File: src/rtl/sdram_col_pkg.sv
package sdram_col_pkg;

    typedef enum logic [1:0] {
        CMD_NOP = 2'b00,
        CMD_RD  = 2'b01,
        CMD_WR  = 2'b10,
        CMD_RSV = 2'b11
    } col_cmd_e;

    typedef enum logic [1:0] {
        ST_IDLE = 2'b00,
        ST_RD   = 2'b01,
        ST_WR   = 2'b10
    } burst_state_e;

    // Burst length from its 2-bit select code.
    function automatic logic [3:0] burst_len(input logic [1:0] code);
        return 4'd1 << code;
    endfunction

endpackage

File: src/rtl/sdram_burst_addr.sv
module sdram_burst_addr #(
    parameter int COL_W = 4
) (
    input  logic [COL_W-1:0] base_i,
    input  logic [3:0]       idx_i,
    input  logic [3:0]       len_i,
    output logic [COL_W-1:0] col_o
);
    logic [COL_W-1:0] mask;
    logic [COL_W-1:0] sum;

    always_comb begin
        mask  = COL_W'(len_i - 4'd1);
        sum   = base_i + COL_W'(idx_i);
        col_o = (base_i & ~mask) | (sum & mask);
    end

    initial begin
        assert (COL_W >= 3) else $error("column width too small for 8-word bursts");
    end
endmodule

File: src/rtl/sdram_rd_pipe.sv
module sdram_rd_pipe #(
    parameter int DATA_W  = 8,
    parameter int MAX_LAT = 3
) (
    input  logic              clk,
    input  logic              rst_n,
    input  logic              push_i,
    input  logic [1:0]        lat_i,
    input  logic [DATA_W-1:0] data_i,
    output logic              rvalid_o,
    output logic [DATA_W-1:0] rdata_o,
    output logic              busy_o
);
    logic [MAX_LAT-1:0] vld_q;
    logic [DATA_W-1:0]  dat_q [MAX_LAT];

    // Each word enters at stage lat-1 and shifts toward stage 0 (the output).
    for (genvar s = 0; s < MAX_LAT; s++) begin : g_stage
        logic hit;
        assign hit = push_i && (lat_i == 2'(s + 1));
        if (s < MAX_LAT - 1) begin : g_mid
            always_ff @(posedge clk) begin
                if (!rst_n) begin
                    vld_q[s] <= 1'b0;
                    dat_q[s] <= '0;
                end else if (hit) begin
                    vld_q[s] <= 1'b1;
                    dat_q[s] <= data_i;
                end else begin
                    vld_q[s] <= vld_q[s+1];
                    dat_q[s] <= vld_q[s+1] ? dat_q[s+1] : '0;
                end
            end

            // The slot a new word lands in must not be claimed by an older word.
            assert_slot_free_R11: assert property (@(posedge clk) disable iff (!rst_n)
                hit |-> !vld_q[s+1]);
        end else begin : g_top
            always_ff @(posedge clk) begin
                if (!rst_n) begin
                    vld_q[s] <= 1'b0;
                    dat_q[s] <= '0;
                end else begin
                    vld_q[s] <= hit;
                    dat_q[s] <= hit ? data_i : '0;
                end
            end
        end
    end

    assign rvalid_o = vld_q[0];
    assign rdata_o  = dat_q[0];
    assign busy_o   = |vld_q;

    assert_quiet_data_R10: assert property (@(posedge clk) disable iff (!rst_n)
        !rvalid_o |-> rdata_o == '0);
endmodule

File: src/rtl/sdram_col_engine.sv
module sdram_col_engine
    import sdram_col_pkg::*;
#(
    parameter int BANK_W = 2,
    parameter int COL_W  = 4,
    parameter int DATA_W = 8
) (
    input  logic              clk,
    input  logic              rst_n,
    input  logic [1:0]        cmd_i,
    input  logic [BANK_W-1:0] bank_i,
    input  logic [COL_W-1:0]  col_i,
    input  logic [DATA_W-1:0] wdata_i,
    input  logic              lat_sel_i,
    input  logic [1:0]        bl_sel_i,
    output logic [DATA_W-1:0] rdata_o,
    output logic              rvalid_o
);
    localparam int ADDR_W = BANK_W + COL_W;
    localparam int DEPTH  = 1 << ADDR_W;

    burst_state_e      state_q, state_d;
    logic [3:0]        cnt_q, cnt_d;
    logic [BANK_W-1:0] bank_q, bank_d;
    logic [COL_W-1:0]  base_q, base_d;
    logic              lat_q;
    logic [1:0]        bl_q;

    logic              open_mode, eff_lat, is_rd, is_wr, pipe_busy;
    logic [1:0]        eff_bl;
    logic [3:0]        cur_len, iss_idx;
    logic [BANK_W-1:0] iss_bank;
    logic [COL_W-1:0]  iss_base, iss_col;
    logic              iss_rd, iss_wr;
    logic [DATA_W-1:0] mem_q [DEPTH];

    // Next-state and issue logic.
    always_comb begin
        open_mode = (state_q == ST_IDLE) && !pipe_busy;
        eff_lat   = open_mode ? lat_sel_i : lat_q;
        eff_bl    = open_mode ? bl_sel_i  : bl_q;
        cur_len   = burst_len(eff_bl);
        is_rd     = (cmd_i == CMD_RD);
        is_wr     = (cmd_i == CMD_WR);

        state_d  = state_q;
        cnt_d    = cnt_q;
        bank_d   = bank_q;
        base_d   = base_q;
        iss_bank = bank_q;
        iss_base = base_q;
        iss_idx  = cnt_q;
        iss_rd   = 1'b0;
        iss_wr   = 1'b0;

        if (is_rd || is_wr) begin
            iss_bank = bank_i;
            iss_base = col_i;
            iss_idx  = 4'd0;
            iss_rd   = is_rd;
            iss_wr   = is_wr;
            bank_d   = bank_i;
            base_d   = col_i;
            if (cur_len > 4'd1) begin
                state_d = is_rd ? ST_RD : ST_WR;
                cnt_d   = 4'd1;
            end else begin
                state_d = ST_IDLE;
                cnt_d   = 4'd0;
            end
        end else begin
            unique case (state_q)
                ST_IDLE: ;
                ST_RD, ST_WR: begin
                    iss_rd = (state_q == ST_RD);
                    iss_wr = (state_q == ST_WR);
                    if (cnt_q == cur_len - 4'd1) begin
                        state_d = ST_IDLE;
                        cnt_d   = 4'd0;
                    end else begin
                        cnt_d = cnt_q + 4'd1;
                    end
                end
                default: state_d = ST_IDLE;
            endcase
        end
    end

    // State register.
    always_ff @(posedge clk) begin
        if (!rst_n) begin
            state_q <= ST_IDLE;
            cnt_q   <= '0;
            bank_q  <= '0;
            base_q  <= '0;
            lat_q   <= 1'b0;
            bl_q    <= '0;
        end else begin
            state_q <= state_d;
            cnt_q   <= cnt_d;
            bank_q  <= bank_d;
            base_q  <= base_d;
            lat_q   <= eff_lat;
            bl_q    <= eff_bl;
        end
    end

    sdram_burst_addr #(.COL_W(COL_W)) u_addr (
        .base_i (iss_base),
        .idx_i  (iss_idx),
        .len_i  (cur_len),
        .col_o  (iss_col)
    );

    always_ff @(posedge clk) begin
        if (iss_wr) begin
            mem_q[{iss_bank, iss_col}] <= wdata_i;
        end
    end

    sdram_rd_pipe #(.DATA_W(DATA_W), .MAX_LAT(3)) u_pipe (
        .clk      (clk),
        .rst_n    (rst_n),
        .push_i   (iss_rd),
        .lat_i    (eff_lat ? 2'd3 : 2'd2),
        .data_i   (mem_q[{iss_bank, iss_col}]),
        .rvalid_o (rvalid_o),
        .rdata_o  (rdata_o),
        .busy_o   (pipe_busy)
    );

    assert_len_bound_R3: assert property (@(posedge clk) disable iff (!rst_n)
        (state_q != ST_IDLE) |-> (cnt_q != 4'd0) && (cnt_q < burst_len(bl_q)));

    assert_mode_hold_R11: assert property (@(posedge clk) disable iff (!rst_n)
        (state_q != ST_IDLE) |=> $stable(bl_q) && $stable(lat_q));

    assert_restart_wr_R6: assert property (@(posedge clk) disable iff (!rst_n)
        (cmd_i == CMD_WR && burst_len(eff_bl) > 4'd1) |=> (state_q == ST_WR && cnt_q == 4'd1));

    assert_restart_rd_R7: assert property (@(posedge clk) disable iff (!rst_n)
        (cmd_i == CMD_RD && burst_len(eff_bl) > 4'd1) |=> (state_q == ST_RD && cnt_q == 4'd1));

    assert_reset_idle_R1: assert property (@(posedge clk)
        !rst_n |=> (state_q == ST_IDLE && !rvalid_o));
endmodule

File: config.mk
export PLATFORM = sky130hd
export DESIGN_NAME = sdram_col_engine
export DESIGN_NICKNAME = d
export VERILOG_FILES = /design/src/rtl/sdram_col_pkg.sv /design/src/rtl/sdram_burst_addr.sv /design/src/rtl/sdram_rd_pipe.sv /design/src/rtl/sdram_col_engine.sv
export SDC_FILE = /design/constraint.sdc
export NUM_CORES = 1
export LEC_CHECK = 0
export BUFFER_PORTS_ARGS = -buffer_cell sky130_fd_sc_hd__buf_2
export CAP_MARGIN = 20
export CORE_ASPECT_RATIO = 0.75
export CORE_UTILIZATION = 55
export CTS_CLUSTER_DIAMETER = 60
export CTS_CLUSTER_SIZE = 20
export DETAILED_ROUTE_END_ITERATION = 7
export GPL_TIMING_DRIVEN = 0
export PLACE_DENSITY = 0.77
export SLEW_MARGIN = 20
export SYNTH_ARGS = -nofsm -noshare
export SYNTH_HDL_FRONTEND = slang
export SYNTH_SLANG_ARGS = --single-unit
File: constraint.sdc
create_clock -name clk -period 5.4 [get_ports clk]
set_input_delay 0.81 -clock clk [delete_from_list [all_inputs] [get_ports clk]]
set_output_delay 0.81 -clock clk [all_outputs]
set_load 0.01 [all_outputs]
==> flow_summary.ini <==
[clock_tree]
cts_tree = yes
postCtsHoldBufs = 0
cts-root-buf = clkbuf_16
clk_latency_ps = 580
cts.path.max_buffers = 3
cts_num_sinks = 554
path_clk_slew_ps = 80
htree_num_levels = 2
numCtsBuffers = 35
cts_setup_buffers = 0
cts-resized-gates = 92

[grt]
grt.overflow.total = 0
grt_pass1_vias = 13300
grt_max_degree = 65
grt_pass1_wl_um = 92700
antenna_found_initial = 1
grtUsageTotal_pct = 31.2

[critical_path]
cp_slowest_cell = mux2i_4
path_cells = buf_2 -> inv_1 -> ha_1 -> clkbuf_1 -> clkbuf_2 -> clkbuf_2 -> and2_1 -> ha_1 -> ha_1 -> nor2b_1 -> mux2i_4 -> o21a_1 -> buf_6 -> buf_6 -> buf_6 -> buf_2 -> mux2i_1 -> mux2i_1 -> a32oi_1 -> o311a_1 -> a31oi_1
crit_fanout = 10
r2r_start = state_q[1]$_SDFFE_PN0P_
r2r-end = u_pipe.dat_q[1][1]$_DFFE_PP_
path_class = primary input to flip-flop
end_kind = flip-flop
slowest_delay_ps = 410
reg2regPathDepth = 12
rrSetupSlack_ps = 620
endpoint = u_pipe.dat_q[1][1]$_DFFE_PP_
worst_ep_arrival_time_ps = 5470
crit_required_ps = 5660
cp-start-kind = primary input
crit_path_start = cmd_i[0]

[timing]
slew-limit-headroom_pct = 13.2
worst_slew_pin_slew_ps = 1300
skew_ps = 35.1
setup_viol = 0
slew_viol_final = 0
fin_crit_sh_pct = 96.5
max_freq_ghz = 0.192
whs_ps = 492
rsz0062_at_grt = false
fin_crit_ps = 5210
hold_violations = 0

[placement]
portBuffers = 29
place_area_um2 = 23400
place_hpwl_um = 42500
gp_congestion = 1.01

[route]
via_per_inst = 6.76
routedWlPerCell_um = 30.3
detail_route.first_pass.iterations = 7
route.detailed.drc = 0
routed_wl_um = 64800
ant_nets = 0
vias = 14500
drt_iter0_markers = 2393

[synth]
synth_area_um2 = 22500
ys_seq_area_share_pct = 72.3
synth_edf_count = 520
synth.most_common_cell = edfxtp_1
ys_warn_count = 0
yosys_most_used_dff = edfxtp_1
syn_inst = 1534
synth_top_cell_by_area = edfxtp_1
synthTopCellsByCount = 520 x edfxtp_1, 189 x nand2_1, 138 x mux2i_1
synth_cell_types = 56
synthTopCellsByArea = edfxtp_1 69%, mux2i_1 6.1%, nand2_1 3.1%, dfxtp_1 3.0%, nand3_1 2.0%
async_flop_share_pct = 0
ys_ff_latch = 554
synth_top_area_share_pct = 69.3
post_synth.cell_area_avg_um2 = 14.7

[power]
vdd_drop_max_mv = 0.229
p_leak_uw = 0.00824
power_density_nw_per_um2 = 384

[floorplanning]
initial_core_util_pct = 56.4
top_level_ports = 30
rows = 63
die-area_um2 = 41800
die_h_um = 177
core_area_um2 = 40000
die-width_um = 236

[job]
maxCapViolations = 0

[worst_hold_path]
hold_class = flip-flop to flip-flop

[finish]
fin_area_um2 = 24700
areaGrowthSynthToFinish_pct = 9.84
fin_nets = 1637
seqCellArea_um2 = 16300
multi_input_area_um2 = 6080
final_layout_size_suffix_gt1_share_pct = 15.9
num_antenna_cells = 0
n_fill_cell = 2881

[outcome]
outcome = finished, final reports clean
## flip-flops by register name, indices dropped and copies added, names as in the netlist
register and count:
mem_q 512, u_pipe.dat_q 24, base_q 4, cnt_q 4
bank_q 2, bl_q 2, state_q 2, u_pipe.vld_q 2
lat_q 1, u_pipe.rvalid_o 1
## routing by layer
layer	up-vias	GRT usage, %	share of wire, %
li1	6047	-	-
met1	7072	45.6	40
met2	1158	43.4	41
met3	195	10.4	15
met4	0	11.7	4.2
met5	-	0	0
## stage by stage
step	setup TNS, ps	power, uW	util, %	cells	setup slack, ps
floorplan	0	5940	-	1541	875
global placement	-605430	6700	58.4	2090	-1580
detailed placement	-662870	6740	58.5	2090	-1740
CTS	-3.98	9370	61.7	2141	-3.98
global route	0	9680	61.9	2141	108
finish	0	9510	61.9	2141	189
## worst min path at each step
stage,slack [ps],start,endpoint,cells past startpoint
global route,510,u_pipe.dat_q[1][7]$_DFFE_PP_,u_pipe.dat_q[0][7]$_SDFF_PN0_,1
detailed placement,470,u_pipe.dat_q[1][7]$_DFFE_PP_,u_pipe.dat_q[0][7]$_SDFF_PN0_,1
CTS,490,u_pipe.dat_q[1][7]$_DFFE_PP_,u_pipe.dat_q[0][7]$_SDFF_PN0_,1
finish,490,cnt_q[3]$_SDFFE_PN0P_,cnt_q[3]$_SDFFE_PN0P_,2
floorplan,450,cnt_q[3]$_SDFFE_PN0P_,cnt_q[3]$_SDFFE_PN0P_,2
global placement,470,u_pipe.dat_q[1][1]$_DFFE_PP_,u_pipe.dat_q[0][1]$_SDFF_PN0_,1
## worst max-delay path: cells and delay by family
kind	cells	cell delay, ps
buf+inv	9	1760
compound gates	4	1010
mux	3	880
fa+ha+maj	3	750
simple gates	2	270
## where the power goes
group,switching [uW],internal (uW),leakage [uW],total [uW]
Clock,1430,1260,0.000487,2690
Sequential,13.4,4720,0.00496,4730
Combinational,1510,580,0.00279,2090
Total,2950,6560,0.00824,9510
## placed cells by master, fill, tap and decap left out, drive strengths merged, types with 20 or more instances in the layout
| master | n |
|---|---|
| edfxtp | 520 |
| nand2 | 190 |
| mux2i | 139 |
| nor2 | 96 |
| nand3 | 92 |
| buf | 80 |
| clkbuf | 75 |
| a21oi | 45 |
| dfxtp | 34 |
| a31oi | 32 |
| o21ai | 28 |
| mux2 | 26 |
| nor3 | 26 |
| a32oi | 20 |
| and3 | 20 |
| a221oi | 20 |
## logic make-up after synthesis
kind of cell             Yosys count  share of synthesized area, %
AO/OA/AOI/OAI                    251                          8.30
flip-flops                       554                          72.3
other                              1                        0.0166
buffers and inverters            100                          2.32
adder cells (fa/ha/maj)            9                         0.500
XOR/XNOR                           2                        0.0778
multiplexers                     165                          7.53
AND/OR/NAND/NOR                  452                          8.92
## area by class of cell
| cell class | count | share of cell area [%] |
|---|---|---|
| buffer | 84 | 1.92 |
| clock buffer | 42 | 3.65 |
| clock inverter | 9 | 0.465 |
| inverter | 16 | 0.243 |
| multi-input combinational | 887 | 24.6 |
| sequential | 554 | 65.9 |
| tap | 520 | 2.63 |
| timing repair buffer | 29 | 0.667 |
Power figures use the tool's default switching activity.
